**config.mk**
```make
export PLATFORM = sky130hd
export DESIGN_NAME = spim_serial_core
export DESIGN_NICKNAME = d
export VERILOG_FILES = /design/src/rtl/spim_serial_core.sv
export SDC_FILE = /design/constraint.sdc
export NUM_CORES = 1
export LEC_CHECK = 0
export BUFFER_PORTS_ARGS = -buffer_cell sky130_fd_sc_hd__buf_2
export CAP_MARGIN = 20
export CORE_ASPECT_RATIO = 1.5
export CORE_MARGIN = 2
export CORE_UTILIZATION = 50
export DETAILED_ROUTE_END_ITERATION = 16
export PLACE_DENSITY = 0.81
export SETUP_SLACK_MARGIN = 0.2
export SKIP_LAST_GASP = 1
export SLEW_MARGIN = 20
export SYNTH_ARGS = -nofsm -noshare
export SYNTH_HDL_FRONTEND = slang
export SYNTH_SLANG_ARGS = --single-unit
```
**constraint.sdc**
```tcl
create_clock -name clk -period 2.87 [get_ports clk]
set_input_delay 0.287 -clock clk [delete_from_list [all_inputs] [get_ports clk]]
set_output_delay 0.287 -clock clk [all_outputs]
set_load 0.005 [all_outputs]
```
**src/rtl/spim_serial_core.sv**
```systemverilog
module spim_serial_core #(
  parameter int DIV_W    = 16,
  parameter int WORD_MAX = 32,
  parameter int REQ_W    = 16,
  localparam int LEN_W   = $clog2(WORD_MAX),
  localparam int EDGE_W  = LEN_W + 1
) (
  input  logic                clk,
  input  logic                rst_n,
  input  logic [LEN_W-1:0]    cfg_len_m1,
  input  logic                cfg_cpol,
  input  logic                cfg_lead_sample,
  input  logic                cfg_msb_first,
  input  logic                cfg_idle_lvl,
  input  logic                cfg_tx_off,
  input  logic                cfg_rx_off,
  input  logic [DIV_W-1:0]    cfg_reload,
  input  logic                tx_valid,
  input  logic [WORD_MAX-1:0] tx_data,
  output logic                tx_pop,
  input  logic                rx_full,
  output logic                rx_push,
  output logic [WORD_MAX-1:0] rx_data,
  input  logic                rxreq_wr,
  input  logic [REQ_W-1:0]    rxreq_cnt,
  output logic [REQ_W-1:0]    rx_todo,
  output logic                sck,
  output logic                mosi,
  input  logic                miso,
  output logic                busy,
  output logic                tx_underflow,
  output logic                rx_overflow
);

  logic [DIV_W-1:0]    div_q;
  logic [EDGE_W-1:0]   edge_q;
  logic [LEN_W-1:0]    bit_q;
  logic [WORD_MAX-1:0] txw_q, rxw_q, rx_next;
  logic [REQ_W-1:0]    todo_q;
  logic                busy_q, tgl_q;

  wire tx_mode  = !cfg_tx_off;
  wire rxo_mode = cfg_tx_off && !cfg_rx_off;
  wire start    = !busy_q && ((tx_mode && tx_valid) || (rxo_mode && todo_q != '0));
  wire tick     = busy_q && div_q == '0;
  wire lead     = !edge_q[0];
  wire last     = edge_q == {cfg_len_m1, 1'b1};
  wire smp      = tick && (lead == cfg_lead_sample);
  wire adv      = tick && (cfg_lead_sample ? (!lead && !last) : (lead && edge_q != '0));

  wire [LEN_W-1:0] pos = cfg_msb_first ? cfg_len_m1 - bit_q : bit_q;
  wire [REQ_W-1:0] bpw = REQ_W'(cfg_len_m1 >> 3) + REQ_W'(1);

  assign tx_pop  = start && tx_mode;
  assign busy    = busy_q;
  assign rx_todo = todo_q;
  assign sck     = cfg_cpol ^ tgl_q;
  assign mosi    = (busy_q && tx_mode) ? txw_q[pos] : cfg_idle_lvl;

  always_comb begin
    rx_next = rxw_q;
    if (smp) rx_next[pos] = miso;
  end

  always_ff @(posedge clk) begin
    if (!rst_n) begin
      busy_q       <= 1'b0;
      tgl_q        <= 1'b0;
      div_q        <= '0;
      edge_q       <= '0;
      bit_q        <= '0;
      txw_q        <= '0;
      rxw_q        <= '0;
      todo_q       <= '0;
      rx_data      <= '0;
      rx_push      <= 1'b0;
      rx_overflow  <= 1'b0;
      tx_underflow <= 1'b0;
    end else begin
      rx_push      <= 1'b0;
      rx_overflow  <= 1'b0;
      tx_underflow <= 1'b0;
      if (rxreq_wr && todo_q == '0) todo_q <= rxreq_cnt;
      if (start) begin
        busy_q <= 1'b1;
        tgl_q  <= 1'b0;
        div_q  <= cfg_reload;
        edge_q <= '0;
        bit_q  <= '0;
        rxw_q  <= '0;
        txw_q  <= tx_mode ? tx_data : '0;
        if (rxo_mode) todo_q <= (todo_q > bpw) ? todo_q - bpw : '0;
      end else if (tick) begin
        div_q  <= cfg_reload;
        tgl_q  <= ~tgl_q;
        edge_q <= edge_q + EDGE_W'(1);
        rxw_q  <= rx_next;
        if (adv) bit_q <= bit_q + LEN_W'(1);
        if (last) begin
          busy_q <= 1'b0;
          if (!cfg_rx_off) begin
            if (rx_full) rx_overflow <= 1'b1;
            else begin
              rx_push <= 1'b1;
              rx_data <= rx_next;
            end
          end
          if (tx_mode && !tx_valid) tx_underflow <= 1'b1;
        end
      end else if (busy_q) begin
        div_q <= div_q - DIV_W'(1);
      end
    end
  end

endmodule


```
==> results.toml <==
[timing]
setup_tns_ps = -523
hold_viol = 0
relSlewSlack_pct = 53.3
fmax_mhz = 295
slew_viol_final = 0
fin_ws_ps = -523
fin_worst_skew_ps = 8.13
setup_violations = 1
final.period_utilization_pct = 118
rsz0062_at_grt = "yes"
worst_pin_slew_ps = 699
min_period_ps = 3390

[clocking]
clk_pin_slew_ps = 60
cts_buffers = 17
tritoncts = "yes"
clockBufferDepth = 2
htreeDepth = 4
cts.sinks = 144
cts-hold-fix-buffers = 0
clockRootBuffer = "clkbuf_16"
clk_latency_ps = 420

[worst_setup_path]
cp.arrival_ps = 3110
critPathKind = "reg -> out"
rrSetupSlack_ps = 50
worst-path-buf-inv = 2
timing.rr.start = "bit_q[0]"
r2r_end = "rx_data[28]"
startpoint_type = "flop"
crit_path_end_kind = "output port"
worst_path_max_delay_cell = "mux4_2"
crit_family = "multiplexers"
reg2reg_depth = 11
crit_required_ps = 2580
path_cells = "ha_1, inv_1, fa_2, xnor2_2, a21oi_4, mux4_2, mux2i_1, o32ai_1, o32a_1, buf_2"
max_stage_delay_ps = 570
cp_max_fo = 5

[synth]
synth-seq-cells = 144
yosysMostFrequentCell = "dfxtp_1"
synth_cells = 807
synth_fp_nets = 902
ys_seq_area_share_pct = 40.3
synth.area.top_cells = "dfxtp_1 40%, o21ai_0 5.5%, a21oi_1 4.7%"
synth_area_mm2 = 0.00715
async_flop_share_pct = 0
synth-edff-count = 0
avgSynthCellArea_um2 = 8.86
synth_top_area_share_pct = 40.3
ys_top_cells_by_count = "144 x dfxtp_1, 79 x o21ai_0, 67 x a21oi_1, 55 x nor2_1, 48 x nand2_1"
yosysUniqueCellTypes = 74
synth_top_area_cell = "dfxtp_1"
synth-main-ff-cell = "dfxtp_1"
yosysWarnings = 0

[die]
coreArea_mm2 = 0.0140
dieArea_mm2 = 0.0153
dieWidth_um = 102
ioPinCount = 136
start_util_pct = 51.1
num_rows = 53
die_h_um = 150

[min_path]
min_path_cells = 2
hold-path-endpoint = "txw_q[4]"
min_from = "tx_data[4]"
min_path_type = "in -> reg"

[route]
ant_nets = 0
dr_total_vias = 7157
routed_wl_um = 21300
routedWlPerCell_um = 18.0
drcViolationCount = 0
first_pass_iters = 5
drt_iter0_markers = 423
via_per_inst = 6.05

[global_route]
antenna_found_initial = 0
grt_start_max_net_pins = 59
gr-total-overflow = 0
track_usage_pct = 28.1
grt_pass1_wl_um = 33900
first_global_vias = 6874

[placement]
io_buffers = 135
dp_hpwl_um = 15300
post-place-ws_ps = -270
place_congestion = 0.936

[flow_run]
max-cap-violations = 0

[pwr]
p_per_area_mw_per_mm2 = 928
leakage_nw = 3.57
ir_drop_mv = 1.27

[run_status]
status = "finished with violations"
violations = "setup timing"

[final_layout]
drive_above_1_share_pct = 27.0
area_growth_pct = 26.2
antenna_cells = 0
nNetsFinal = 1072
## what timing repair did
item / in CTS / in global routing
pin swaps: 1 / 1
setup buffers: 2 / 0
gates resized for setup: 2 / 1
endpoints found under the setup margin: 56 / 65
## metrics by stage
stage	hold slack [ps]	instances	utilization [%]	total power [mW]	area (µm²)
after floorplan	413	807	-	5.02	7210
after global placement	458	1148	60.0	6.06	8390
after detailed placement	464	1148	60.0	6.11	8390
after CTS	64.2	1182	64.4	8.33	9010
after global routing	70.9	1182	64.5	8.86	9020
final	74.3	1182	64.5	8.37	9020
## cell usage in the layout (no fill, tap or decap), types with 6 or more instances in the layout
cell type / instances
dfxtp_1: 143
buf_2: 135
o21ai_0: 79
a21oi_1: 67
buf_4: 59
nor2_1: 54
nand2_1: 48
a31oi_1: 40
a22o_1: 32
nand3_1: 28
nor3_1: 23
inv_1: 20
o31ai_1: 17
clkbuf_16: 17
o211ai_1: 15
xnor2_1: 15
ha_1: 11
a211oi_1: 10
mux2i_1: 10
mux4_2: 8
nand2b_1: 7
or3_1: 7
nor2b_1: 7
or4_1: 7
and3_1: 6
o21a_1: 6
and2_1: 6
o2111ai_1: 6
clkinv_4: 6
## registers in the layout, summed over array words and instances, names as in the netlist
register      count
tgl_q             1
rx_todo          16
div_q            16
tx_underflow      1
rxw_q            32
rx_push           1
rx_overflow       1
txw_q            32
rx_data          32
bit_q             5
edge_q            6
busy              1
## how the worst max path moves through the flow
stage / startpoint / to / slack (ps) / cells after the start
3_3_place_gp: cfg_len_m1[0] / mosi / -220 / 12
2_1_floorplan: bit_q[0] / mosi / 110 / 10
6_report: bit_q[0] / mosi / -520 / 10
3_5_place_dp: cfg_len_m1[0] / mosi / -270 / 12
4_1_cts: bit_q[0] / mosi / -550 / 10
5_1_grt: bit_q[0] / mosi / -620 / 11
## final cells by class
type	count	area [µm²]
Fill cell	1181	4970
Multi-Input combinational cell	598	4070
Sequential cell	144	2880
Timing Repair Buffer	196	1150
Clock buffer	19	443
Tap cell	192	240
Clock inverter	13	154
Inverter	20	75.1
## cell families after synthesis
kind of cell    count (synthesis)  synth area share [%]
simple gates                  227                  17.7
xor+xnor                       20                  2.45
mux                            18                  3.92
compound gates                319                  29.2
flops                         144                  40.3
buf+inv                        65                  3.75
fa+ha+maj                      14                  2.66
## worst register-to-register path: stages (launching register included)
cell and delay, ps:
dfxtp_2 320, ha_1 140, inv_1 50, fa_2 370, a211oi_1 360, o21ai_0 210, o41ai_2 360, a2bb2oi_1 140
buf_4 160, buf_4 150, o21ai_0 280, a31oi_1 150
## report_power, final
part / switching [mW] / internal (mW) / leakage [nW]
Sequential: 0.337 / 2.25 / 1.17
Combinational: 2.05 / 1.51 / 2.11
Clock: 0.903 / 1.32 / 0.290
Total: 3.29 / 5.08 / 3.57
## routing by layer
metal	wire length (µm)	track usage (%)	vias to the layer above	share of wire, %
met4	1130	16.0	0	5.3
met1	7950	31.3	3345	37
met5	0	0	-	0
li1	-	-	3409	-
met2	10900	49.2	320	51
met3	1380	5.20	83	6.5
No activity file was read; power rests on OpenSTA's default activity.
